===== config.mk =====
export PLATFORM = sky130hd
export DESIGN_NAME = host_port_if
export DESIGN_NICKNAME = d
export VERILOG_FILES = /design/src/rtl/hpi_pkg.sv /design/src/rtl/hpi_sync.sv /design/src/rtl/hpi_cycle_decode.sv /design/src/rtl/hpi_regfile.sv /design/src/rtl/host_port_if.sv
export SDC_FILE = /design/constraint.sdc
export NUM_CORES = 1
export LEC_CHECK = 0
export BUFFER_PORTS_ARGS = -buffer_cell sky130_fd_sc_hd__buf_2
export CAP_MARGIN = 5
export CORE_MARGIN = 2
export CORE_UTILIZATION = 25
export DETAILED_ROUTE_END_ITERATION = 10
export SLEW_MARGIN = 20
export SYNTH_ARGS = -nofsm -noshare
export SYNTH_HDL_FRONTEND = slang
export SYNTH_HIERARCHICAL = 1
export SYNTH_SLANG_ARGS = --single-unit

===== constraint.sdc =====
create_clock -name clk -period 6.25 [get_ports clk]
set_clock_uncertainty 0.2 [all_clocks]
set_input_delay 0.3125 -clock clk [delete_from_list [all_inputs] [get_ports clk]]
set_output_delay 0.3125 -clock clk [all_outputs]
set_load 0.02 [all_outputs]

===== src/rtl/hpi_pkg.sv =====
package hpi_pkg;
  typedef enum logic {
    BUS_SPLIT_STROBE = 1'b0,
    BUS_DIR_STROBE   = 1'b1
  } bus_mode_e;

  typedef struct packed {
    logic cs_n;
    logic wr_rw;
    logic rd_ds;
    logic ale;
  } pin_bundle_t;

  localparam int PIN_BITS = $bits(pin_bundle_t);
endpackage


===== src/rtl/hpi_sync.sv =====
module hpi_sync #(
  parameter int WIDTH  = 4,
  parameter int STAGES = 2,
  parameter logic [WIDTH-1:0] RST_VAL = '1
) (
  input  logic             clk,
  input  logic             rst_n,
  input  logic [WIDTH-1:0] d,
  output logic [WIDTH-1:0] q
);
  logic [WIDTH-1:0] chain [STAGES];

  generate
    for (genvar s = 0; s < STAGES; s++) begin : g_stage
      always_ff @(posedge clk or negedge rst_n) begin
        if (!rst_n) chain[s] <= RST_VAL;
        else if (s == 0) chain[s] <= d;
        else chain[s] <= chain[(s == 0) ? 0 : s-1];
      end
    end
  endgenerate

  assign q = chain[STAGES-1];
endmodule


===== src/rtl/hpi_cycle_decode.sv =====
module hpi_cycle_decode #(
  parameter int AW = 8
) (
  input  logic          clk,
  input  logic          rst_n,
  input  logic          hw_mode,
  input  logic          moto_mode,
  input  hpi_pkg::pin_bundle_t pins_s,
  input  logic [AW-1:0] addr_raw,
  output logic [AW-1:0] addr_q,
  output logic          wr_go,
  output logic          rd_go,
  output logic          busy_q,
  output logic          rd_busy_q
);
  import hpi_pkg::*;

  pin_bundle_t prev_q;
  logic host_ok, wr_fall, rd_fall, ale_fall, strobe_held, release_now;
  bus_mode_e mode;

  assign mode     = bus_mode_e'(moto_mode);
  assign host_ok  = ~hw_mode & ~pins_s.cs_n;
  assign wr_fall  = prev_q.wr_rw & ~pins_s.wr_rw;
  assign rd_fall  = prev_q.rd_ds & ~pins_s.rd_ds;
  assign ale_fall = prev_q.ale & ~pins_s.ale;

  always_comb begin
    wr_go = 1'b0;
    rd_go = 1'b0;
    strobe_held = 1'b0;
    unique case (mode)
      BUS_SPLIT_STROBE: begin
        wr_go = host_ok & wr_fall;
        rd_go = host_ok & rd_fall & ~wr_fall;
        strobe_held = ~pins_s.wr_rw | ~pins_s.rd_ds;
      end
      BUS_DIR_STROBE: begin
        wr_go = host_ok & rd_fall & ~pins_s.wr_rw;
        rd_go = host_ok & rd_fall & pins_s.wr_rw;
        strobe_held = ~pins_s.rd_ds;
      end
      default: ;
    endcase
  end

  assign release_now = ~strobe_held | pins_s.cs_n | hw_mode;

  always_ff @(posedge clk or negedge rst_n) begin
    if (!rst_n) begin
      prev_q    <= '1;
      addr_q    <= '0;
      busy_q    <= 1'b0;
      rd_busy_q <= 1'b0;
    end else begin
      prev_q <= pins_s;
      if (ale_fall && !hw_mode) addr_q <= addr_raw;
      if (wr_go || rd_go) begin
        busy_q    <= 1'b1;
        rd_busy_q <= rd_go;
      end else if (release_now) begin
        busy_q    <= 1'b0;
        rd_busy_q <= 1'b0;
      end
    end
  end
endmodule


===== src/rtl/hpi_regfile.sv =====
module hpi_regfile #(
  parameter int AW       = 8,
  parameter int DW       = 8,
  parameter int NUM_REGS = 15
) (
  input  logic                   clk,
  input  logic                   rst_n,
  input  logic [AW-1:0]          addr,
  input  logic                   wr_en,
  input  logic [DW-1:0]          wdata,
  input  logic                   rd_load,
  output logic [DW-1:0]          rdata_q,
  output logic [NUM_REGS*DW-1:0] regs_flat
);
  logic [DW-1:0] regs [NUM_REGS];
  logic [DW-1:0] rd_mux;

  generate
    for (genvar i = 0; i < NUM_REGS; i++) begin : g_reg
      localparam logic [AW-1:0] MY_ADDR = AW'(i);
      always_ff @(posedge clk or negedge rst_n) begin
        if (!rst_n) regs[i] <= '0;
        else if (wr_en && addr == MY_ADDR) regs[i] <= wdata;
      end
      assign regs_flat[i*DW +: DW] = regs[i];
    end
  endgenerate

  always_comb begin
    rd_mux = '0;
    for (int i = 0; i < NUM_REGS; i++)
      if (addr == AW'(i)) rd_mux = regs[i];
  end

  always_ff @(posedge clk or negedge rst_n) begin
    if (!rst_n) rdata_q <= '0;
    else if (rd_load) rdata_q <= rd_mux;
  end
endmodule


===== src/rtl/host_port_if.sv =====
module host_port_if #(
  parameter int AW          = 8,
  parameter int DW          = 8,
  parameter int NUM_REGS    = 15,
  parameter int SYNC_STAGES = 2
) (
  input  logic          clk,
  input  logic          rst_n,
  input  logic          hw_mode,
  input  logic          moto_mode,
  input  logic          cs_n,
  input  logic          wr_rw,
  input  logic          rd_ds,
  input  logic          ale_as,
  input  logic [AW-1:0] addr,
  input  logic [DW-1:0] host_d_i,
  output logic [DW-1:0] host_d_o,
  output logic          host_d_oe,
  output logic          rdy_ack
);
  import hpi_pkg::*;

  localparam logic [PIN_BITS-1:0] PIN_IDLE = 4'b1110;

  pin_bundle_t pins_raw, pins_s;
  logic [AW-1:0] addr_q;
  logic wr_go, rd_go, busy_q, rd_busy_q;
  logic [NUM_REGS*DW-1:0] regs_flat;

  assign pins_raw = '{cs_n: cs_n, wr_rw: wr_rw, rd_ds: rd_ds, ale: ale_as};

  hpi_sync #(.WIDTH(PIN_BITS), .STAGES(SYNC_STAGES), .RST_VAL(PIN_IDLE)) u_sync (
    .clk(clk), .rst_n(rst_n), .d(pins_raw), .q(pins_s)
  );

  hpi_cycle_decode #(.AW(AW)) u_dec (
    .clk(clk), .rst_n(rst_n), .hw_mode(hw_mode), .moto_mode(moto_mode),
    .pins_s(pins_s), .addr_raw(addr), .addr_q(addr_q),
    .wr_go(wr_go), .rd_go(rd_go), .busy_q(busy_q), .rd_busy_q(rd_busy_q)
  );

  hpi_regfile #(.AW(AW), .DW(DW), .NUM_REGS(NUM_REGS)) u_rf (
    .clk(clk), .rst_n(rst_n), .addr(addr_q), .wr_en(wr_go), .wdata(host_d_i),
    .rd_load(rd_go), .rdata_q(host_d_o), .regs_flat(regs_flat)
  );

  assign host_d_oe = rd_busy_q;
  assign rdy_ack   = moto_mode ? ~busy_q : busy_q;
endmodule


==> metrics, run 1 <==
min Tclk post-route=3241 ps; largest net degree at the start of global routing=87; dominant register cell in the synthesized netlist=dfrtp_1; Net count, final=572; CTS clk-pin slew, worst paths=60 ps; Clk network pwr share=43.4%; wire length per cell=17.35 um; # setup viols final=0; GRT Total Usage=11.85%; overflow left after global routing=0; drt total wl=16.27 mm; drt drc=0; Switching Fraction=26.01%; Ys Warns=6; Max Used Layer=met5; Die W=171.5 um; Leakage Power=3.709 nW; CP cell instances=nor2b_1, a31oi_1, nor3_2, nand2_1, nor3_4, mux2_2; Via density=4.710; clock tree buffer depth=2; port buffer count=33; drt pass-1 iters=4; CP max stage cell=nor3_2; Ports=34; post-synth net total=539; Synth top area share=49.96%; PnR worst setup slack=3009 ps; CP delay by family, top=simple AND/OR/NAND/NOR gates; initial drt markers=344; Layout area overhead=17.47%; worst path required time=6350 ps; reg2reg start=u_dec/prev_q[1]$_DFF_PN1_; met3 wire len=790 um; Place WS=3022 ps; Ant. Diodes=0; CTS Root Cell=clkbuf_16; first-pass GRT wire length=26.36 mm; Peak supply drop=0.1912 mV; vias=4,418; worst reg2reg setup slack=3010 ps; r2r worst-path depth=6; P_sw=0.6373 mW; Detail Route Antenna Nets=0; WL met2=7.516 mm; filler instances=2,781; Seq/Total Area, Yosys=53.34%; vias in the first global route=4,498; status=complete, no violations; Slew @ Worst Pin=1080 ps; slowest cell delay on critical path=840 ps; area leader, netlist=dfrtp_1; Buf/Inv on CP=0; HP Class=in -> reg; Reg power frac=43.4%; fmax=308.5 MHz; fin cells=938; largest cells by area after synthesis=dfrtp_1 (50%), mux2_2 (22%), mux4_2 (3.5%); Final Hold Fails=0; CTS H-tree lvls=4; RSZ-0062 raised after global routing=false; CP endpoint=u_rf/regs_flat[8]$_DFFE_PN0P_; Pwr Density=297.5 mW/mm^2; chip height=171.5 um; Die ar.=0.02940 sq mm; mean post-synth cell area=13.62 sq um; maximum fanout along the worst path=9; CTS tree=yes; Max-slew headroom=27.58%; # rows=61; kind of critical path=reg -> reg; GPL Wtd Cong=0.7770; Slew Viols, Final=0; Initial Util=25.31%; Post-synth EDFFs=0; part of the total power dissipated in combinational logic=13.2%; crit start category=flop; TritonCTS sink count=149; synthesized cell area=0.007012 sq mm; clk_lat worst skew=420 ps; crit path DAT=3350 ps; setup TNS=0 ps; ys async rst share=100.0%; r2r endpoint=u_rf/regs_flat[8]$_DFFE_PN0P_; core box area=0.02771 sq mm; Crit path depth=6; Inserted Clock Buffers=17; Pwr Total=2.450 mW; Synth Register Bits=149; library cells used by synthesis=56; crit end category=flop; Synth Instances=515; layout cells sized above 1=44.46%; Met1 Wirelength=7.576 mm; Post-DP HPWL=10.51 mm; placed cell count=894; critical path launch point=u_dec/prev_q[1]$_DFF_PN1_; Hold Path Depth=2; crit share post-route=51.86%; initial antenna violation count=1; Max Cap Viol=0; Int Power=1.813 mW
[power groups by stage]
stage | Clock [mW] | Combinational [mW] | Sequential (mW)
5_1_grt | 1.13 | 0.354 | 1.07
4_1_cts | 1.09 | 0.325 | 1.07
2_1_floorplan | 0 | 0.231 | 1.07
3_3_place_gp | 0 | 0.315 | 1.08
6_report | 1.06 | 0.323 | 1.06
3_5_place_dp | 0 | 0.318 | 1.08
[cell families after synthesis]
group	Yosys count	share of synthesized area (%)
mux	155	26.52
compound gates	93	8.851
buf+inv	44	3.444
flops	149	53.34
simple gates	73	7.726
xor+xnor	1	0.1249
[flip-flops by register name, indices dropped and copies added (netlist names)]
name             count
u_rf/regs_flat     120
u_rf/rdata_q         8
u_sync/q             4
u_dec/prev_q         3
u_dec/rd_busy_q      1
u_dec/busy_q         1
u_sync/chain         4
u_dec/addr_q         8
[final cells by class]
class / count / area, sq um / area share (%)
clock buffers: 24 / 501.7 / 6.091
clock inverters: 7 / 118.9 / 1.443
inverters: 7 / 26.28 / 0.3190
multi-input cells: 322 / 3035 / 36.85
flip-flops and latches: 149 / 3742 / 45.44
well taps: 378 / 473.0 / 5.742
repair buffers: 51 / 339.1 / 4.117
[worst min-delay path by stage]
stage                               from                          end  slack (ps)
4_1_cts                          hw_mode     u_dec/busy_q$_DFFE_PN0P_          40
6_report                         hw_mode     u_dec/busy_q$_DFFE_PN0P_          60
3_3_place_gp   u_sync/chain[4]$_DFF_PN0_        u_sync/q[0]$_DFF_PN0_         130
5_1_grt                          hw_mode     u_dec/busy_q$_DFFE_PN0P_          70
2_1_floorplan                      rst_n  u_dec/addr_q[0]$_DFFE_PN0P_        -180
3_5_place_dp   u_sync/chain[7]$_DFF_PN1_        u_sync/q[3]$_DFF_PN1_         150
[synth_stat cells (2+ instances only)]
master     number
a22oi_1         2
a2bb2oi_1       3
nand3_1         7
a221oi_1        4
o21ai_0         8
o21a_1          3
o211ai_1        6
and3b_1         2
a211oi_1        6
mux2_2        135
o2bb2ai_1       2
nand2_1        11
nand2b_1        3
o22ai_1        15
a21oi_1        23
mux2i_1         8
mux4_2         11
nor2_2          6
o22a_1          2
nand4_2         2
clkbuf_1       14
nand4_1         4
buf_4          12
dfrtp_1       140
nand3_4         3
a211o_1         2
nor3_4          4
nor3b_1         2
and4b_1         2
nor2_4          2
buf_2           7
buf_6           3
a31oi_1         7
nor2b_1         6
dfstp_2         9
a21o_1          3
inv_1           6
nor2_1         10
and3_1          2
nand2_2         2
[worst reg2reg max path: stages (launching register included)]
cell,delay (ps)
dfstp_2,510
nor2b_1,150
a31oi_1,160
nor3_2,840
nand2_1,340
nor3_4,530
mux2_2,400
[stage by stage]
step	instance area [sq um]	hold slack, ps	utilization [%]
finish	8237	62.56	29.73
global route	8237	72.43	29.73
CTS	8237	43.68	29.73
detailed placement	7486	147.2	27.02
global placement	7486	134.3	27.02
floorplan	7012	-183.1	-
[layout by cell type, fill, tap and decap left out, types with 3 or more instances in the layout]
master           n
o21a_1           3
nand3_1          7
clkbuf_16       17
buf_2           32
o211ai_1         6
dfstp_2          9
nor2_1          10
nand4_1          4
nand2_1         11
mux4_2          11
nand2b_1         3
mux2_2         135
clkbuf_8         5
o21ai_0          8
a21oi_1         23
mux2i_1          8
a21o_1           3
nor2_2           6
a211oi_1         6
a2bb2oi_1        3
dlygate4sd3_1   13
nor3_4           4
o22ai_1         15
a221oi_1         4
nor2b_1          6
nand3_4          3
bufinv_16        3
inv_1            6
a31oi_1          7
dfrtp_1        138
buf_4            5
[per-layer routing]
layer | vias up | global-route usage, %
li1 | 1993 | -
met1 | 2284 | 16.32
met2 | 109 | 17.93
met3 | 30 | 2.439
met4 | 2 | 5.269
met5 | - | 0
[repair_timing]
action | in CTS | in global routing
hold endpoints to repair | 88 | 0
hold buffers | 13 | 0
resized for setup | 0 | 0
buffers inserted | 0 | 0
No activity file was read; power rests on OpenSTA's default activity.
==> inputs of run 2 (changes only) <==
==> constraint.sdc (replaced) <==
create_clock -name clk -period 2.7 [get_ports clk]
set_clock_uncertainty 0.2 [all_clocks]
set_input_delay 0.135 -clock clk [delete_from_list [all_inputs] [get_ports clk]]
set_output_delay 0.135 -clock clk [all_outputs]
set_load 0.02 [all_outputs]
==> run 2 against run 1 <==
  * Register-to-register slack worse by 2800 ps
  * Design area grew 3.3%
  * Critical path type unchanged
  * Clock power grew 130%
  * Critical endpoint is now u_rf/regs_flat[13]$_DFFE_PN0P_
  * Sequential cell count stayed put
  * Hold slack worse by 40 ps
  * Critical path depth rose by 1
  * Power rose by 130%
  * Largest cell class unchanged
==> metrics, run 2 (synthesis gave the netlist of run 1 again) <==
vias=4,556 (+3.1%); # rows=61 (unchanged); layout cells sized above 1=46.96% (+2.5 points); crit end category=flop; reg2reg start=u_dec/prev_q[2]$_DFF_PN1_; P_sw=1.563 mW (+150%); Int Power=4.188 mW (+130%); Post-DP HPWL=11.05 mm (+5.1%); utilization after layout=30.72% (+0.99 points); Net count, final=603 (+5.4%); vias in the first global route=4,571 (+1.6%); Ports=34 (unchanged); chip height=171.5 um (unchanged); drt drc=0 (unchanged); register area=0.003742 sq mm (unchanged); Clk network pwr share=42.7% (-0.7 points); Via density=4.697 (-0.28%); maximum fanout along the worst path=9 (unchanged); fmax=397.6 MHz (+29%); core box area=0.02771 sq mm (unchanged); drt total wl=16.68 mm (+2.5%); status=complete, no violations; largest net degree at the start of global routing=56 (-36%); first-pass GRT wire length=26.64 mm (+1.0%); kind of critical path=reg -> reg; clk_lat worst skew=420 ps (about the same); initial antenna violation count=2 (+1); HP Class=in -> async; setup TNS=0 ps (unchanged); CTS tree=yes; GRT Total Usage=11.91% (+0.060 points); Switching Fraction=27.18% (+1.2 points); critical path launch point=u_dec/prev_q[2]$_DFF_PN1_; Reg power frac=42.6% (-0.8 points); filler instances=2,757 (-0.86%); crit path DAT=2620 ps (-730 ps); post-cts gate resize count=0 (unchanged); Inserted Clock Buffers=17 (unchanged); Initial Util=25.31% (unchanged); worst path required time=2810 ps (-3540 ps); Pwr Total=5.750 mW (+130%); max reg flops=120 (unchanged); crit start category=flop; Detail Route Antenna Nets=0 (unchanged); RSZ-0062 raised after global routing=false; Max Cap Viol=0 (unchanged); drt pass-1 iters=4 (unchanged); part of the total power dissipated in combinational logic=14.8% (+1.6 points); clock tree buffer depth=2 (unchanged); Layout area overhead=21.38%; TritonCTS sink count=149 (unchanged); commonest non-fill, non-tap cells in the layout=dfrtp_1 (138), mux2_2 (135), buf_2 (32); Pwr Density=675.7 mW/mm^2 (+130%); crit share post-route=93.16% (+41 points); Leakage Power=3.878 nW (+4.6%); Slew Viols, Final=0 (unchanged); Die ar.=0.02940 sq mm (unchanged); commonest non-fill, non-tap cell in the layout=dfrtp_1; Final Hold Fails=0 (unchanged); Slew @ Worst Pin=504.0 ps (-576.5 ps); CTS clk-pin slew, worst paths=70 ps (about the same); overflow left after global routing=0 (unchanged); min Tclk post-route=2515 ps (-726.2 ps); GPL Wtd Cong=0.7678 (-1.2%); area occupied by multi-input gates=0.003035 sq mm (unchanged); Peak supply drop=0.4912 mV (+160%); Max-slew headroom=66.36% (+39 points); # setup viols final=0 (unchanged); Ant. Diodes=0 (unchanged); wire length per cell=17.19 um (-0.89%); CTS Root Cell=clkbuf_16; Die W=171.5 um (unchanged); port buffer count=33 (unchanged); initial drt markers=252 (-27%); CTS H-tree lvls=4 (unchanged)
## run 2: changes by cell type in the layout (fill, tap and decap cells not counted)
cell,delta
buf_12,+3
buf_4,+24
clkbuf_1,-1
clkbuf_8,-4
clkinv_2,+1
clkinv_4,+3
clkinvlp_4,-1
dlygate4sd3_1,+4
inv_6,+2
inv_8,+1
## run 2: per-stage QoR
stage | area, sq um | setup slack (ps) | hold WS (ps) | instances
after floorplan | 7012 | 469.1 | -360.6 | 515
after global placement | 7726 | 225.6 | -89.97 | 921
after detailed placement | 7726 | 209.7 | -89.55 | 921
after CTS | 8511 | 193.2 | 0.6866 | 970
after global routing | 8511 | 15.16 | 32.81 | 970
final | 8511 | 184.7 | 22.71 | 970
## run 2: cell type report
type,count,area share (%)
clock buffers,19,5.204
clock inverters,13,2.014
inverters,7,0.3087
multi-input cells,322,35.67
flip-flops and latches,149,43.97
well taps,378,5.557
repair buffers,82,7.277
## run 2: worst paths after layout
path / endpoint / slack, ps / cells past startpoint
worst max-delay path: u_rf/regs_flat[13]$_DFFE_PN0P_ / 180 / 7
worst min-delay path: u_dec/addr_q[1]$_DFFE_PN0P_ / 20 / 2
worst max register to register: u_rf/regs_flat[13]$_DFFE_PN0P_ / 180 / 7
worst min register to register: u_sync/q[0]$_DFF_PN0_ / 150 / 0
max in group asynchronous: u_rf/regs_flat[119]$_DFFE_PN0P_ / 1560 / 3
min in group clk: u_rf/regs_flat[28]$_DFFE_PN0P_ / 20 / 2
## run 2: worst max-delay path, stage by stage (launching register included)
cell,delay [ps]
dfstp_2,520
nor3b_1,200
a31oi_1,110
nor3_2,130
buf_4,240
nand2_1,180
nor3_4,420
mux2_2,400
## run 2: per-layer routing
metal  up-vias  wire, um  share of wire (%)  GRT usage [%]
met5         -        21               0.13              0
met4         4       235                1.4          3.316
met2        97      7732                 46          18.40
met3        18       794                4.8          3.382
li1       2050         -                  -              -
met1      2387      7894                 47          16.27
## run 2: what timing repair did
item,4_1_cts,5_1_grt
hold buffers,17,0
setup buffers,0,0
hold endpoints to repair,171,0
## run 2: power groups by stage
stage / registers, mW / logic [mW] / clock network (mW)
floorplan: 2.48 / 0.535 / 0
global placement: 2.49 / 0.823 / 0
detailed placement: 2.49 / 0.830 / 0
CTS: 2.45 / 0.851 / 2.51
global route: 2.47 / 0.920 / 2.61
finish: 2.45 / 0.850 / 2.45
==> inputs of run 3 (changes only) <==
--- a/config.mk
+++ b/config.mk
@@ -10,7 +10,7 @@
 export CORE_MARGIN = 2
 export CORE_UTILIZATION = 25
 export DETAILED_ROUTE_END_ITERATION = 10
-export SLEW_MARGIN = 20
+export SLEW_MARGIN = 40
 export SYNTH_ARGS = -nofsm -noshare
 export SYNTH_HDL_FRONTEND = slang
 export SYNTH_HIERARCHICAL = 1
==> constraint.sdc (replaced) <==
create_clock -name clk -period 2.7 [get_ports clk]
set_clock_uncertainty 0.2 [all_clocks]
set_input_delay 0.54 -clock clk [delete_from_list [all_inputs] [get_ports clk]]
set_output_delay 0.54 -clock clk [all_outputs]
set_load 0.02 [all_outputs]
==> run 3 against run 2 <==
  * Design area decreased by 1.1%
  * Power increased by 1.6%
  * Global-route usage increased by 0.073 points
  * Clock power increased by 5%
  * Combinational power decreased by 2%
  * Final cell count decreased by 1.8%
  * Sequential power about the same
  * Critical endpoint is now u_rf/regs_flat[21]$_DFFE_PN0P_
  * Wire length decreased by 1.4%
  * Die area unchanged
  * Worst setup slack improved by 12 ps
==> metrics, run 3 (synthesis gave the netlist of run 1 again) <==
status=complete, no violations; crit end category=flop; Place WS=76.24 ps (-133.5 ps); CTS H-tree lvls=4 (unchanged); Leakage Power=3.818 nW (-1.6%); Inserted Clock Buffers=17 (unchanged); first-pass GRT wire length=26.72 mm (+0.31%); vias in the first global route=4,593 (+0.48%); Layout area overhead=20.06%; HP Class=in -> reg; vias=4,424 (-2.9%); CTS clk-pin slew, worst paths=60 ps (about the same); Die W=171.5 um (unchanged); RSZ-0062 raised after global routing=false; Pwr Density=694.1 mW/mm^2 (+2.7%); drt drc=0 (unchanged); commonest non-fill, non-tap cell in the layout=dfrtp_1; setup TNS=0 ps (unchanged); Slew Viols, Final=0 (unchanged); placed standard-cell area=0.007741 sq mm (+0.19%); register area=0.003742 sq mm (unchanged); Peak supply drop=0.4708 mV (-4.1%); Die ar.=0.02940 sq mm (unchanged); Ant. Diodes=0 (unchanged); Final Hold Fails=0 (unchanged); Detail Route Antenna Nets=0 (unchanged); kind of critical path=reg -> reg; crit path DAT=2610 ps (about the same); GRT Total Usage=11.98% (+0.073 points); post-cts gate resize count=0 (unchanged); Ports=34 (unchanged); Via density=4.642 (-1.2%); Post-DP HPWL=11.00 mm (-0.42%); GPL Wtd Cong=0.7519 (-2.1%); drt pass-1 iters=4 (unchanged); Net count, final=587 (-2.7%); filler instances=2,771 (+0.51%); crit share post-route=92.73% (-0.43 points); drt total wl=16.45 mm (-1.4%); overflow left after global routing=0 (unchanged); maximum fanout along the worst path=9 (unchanged); layout cells sized above 1=47.65% (+0.69 points); Initial Util=25.31% (unchanged); core box area=0.02771 sq mm (unchanged); largest net degree at the start of global routing=59 (+5.4%); fmax=399.4 MHz (+0.47%); design area=0.008418 sq mm (-1.1%); initial drt markers=259 (+2.8%); crit start category=flop; clock tree buffer depth=2 (unchanged); Slew @ Worst Pin=490.6 ps (-13.46 ps); max reg flops=120 (unchanged); wire length per cell=17.26 um (+0.40%); TritonCTS sink count=149 (unchanged); port buffer count=33 (unchanged); # rows=61 (unchanged); PnR worst setup slack=196.4 ps (+11.74 ps); initial antenna violation count=1 (-1); CTS tree=yes; Max-slew headroom=67.22% (+0.86 points); commonest non-fill, non-tap cells in the layout=dfrtp_1 (138), mux2_2 (135), buf_2 (32); CTS Root Cell=clkbuf_16; min Tclk post-route=2504 ps (-11.74 ps); area occupied by multi-input gates=0.003035 sq mm (unchanged); # setup viols final=0 (unchanged); chip height=171.5 um (unchanged); clk_lat worst skew=420 ps (about the same); worst path required time=2810 ps (about the same); Post-CTS Setup Bufs=0 (unchanged); Max Cap Viol=0 (unchanged)
## run 3: cell types whose count changed in the layout (fill, tap and decap cells not counted)
cell / previous run / this run
clkbuf_8: 1 / 0
clkinv_4: 4 / 2
inv_8: 1 / 0
buf_4: 29 / 23
dlygate4sd3_1: 17 / 4
buf_12: 3 / 6
clkinvlp_4: 1 / 4
inv_6: 2 / 0
bufinv_16: 3 / 5
## run 3: critical path, cell delays in order, from the launching register on
cell and delay, ps:
dfstp_2 510, nor2b_1 170, a31oi_1 160, nor3_2 130, buf_4 240, nand2_1 180
nor3_4 410, mux2_2 390
## run 3: metal layers
metal / vias to the layer above / part of all wire, % / GRT usage [%]
li1: 2008 / - / -
met1: 2303 / 48 / 16.67
met2: 87 / 45 / 18.18
met3: 24 / 4.5 / 2.922
met4: 2 / 1.7 / 4.090
met5: - / 0.097 / 0
## run 3: layout make-up
| class | instances | share of cell area (%) |
|---|---|---|
| clock buffer | 18 | 5.098 |
| clock inverter | 13 | 2.467 |
| inverter | 7 | 0.3121 |
| multi-input combinational | 322 | 36.06 |
| sequential | 149 | 44.46 |
| tap | 378 | 5.618 |
| timing repair buffer | 66 | 5.990 |
## run 3: path summary, 6_finish.rpt
path	start	to	slack, ps	cells past startpoint
max	u_dec/prev_q[1]$_DFF_PN1_	u_rf/regs_flat[21]$_DFFE_PN0P_	200	7
min	ale_as	u_sync/chain[4]$_DFF_PN0_	20	1
max reg2reg	u_dec/prev_q[1]$_DFF_PN1_	u_rf/regs_flat[21]$_DFFE_PN0P_	200	7
min reg2reg	u_sync/chain[4]$_DFF_PN0_	u_sync/q[0]$_DFF_PN0_	150	0
max in group asynchronous	rst_n	u_rf/regs_flat[61]$_DFFE_PN0P_	1150	3
min in group asynchronous	rst_n	u_dec/addr_q[5]$_DFFE_PN0P_	430	2
## run 3: power by group
part	internal, mW	switching, mW	leakage (nW)	total (mW)
sequential	2.35	0.101	2.01	2.45
clock	1.63	0.934	0.298	2.57
combinational	0.329	0.501	1.51	0.830
total	4.31	1.54	3.82	5.84
## run 3: stage by stage
stage	hold WS, ps	util, %	power, mW	std cells
global route	21.53	30.38	6.071	953
floorplan	44.41	-	3.013	515
global placement	134.4	27.94	3.313	918
CTS	4.319	30.38	5.905	953
detailed placement	140.4	27.94	3.323	918
finish	23.66	30.38	5.843	953
## run 3: repair_timing
item                       in CTS  in global routing
hold buffers                    4                  0
setup endpoints to repair       0                  0
hold endpoints to repair       45                  0
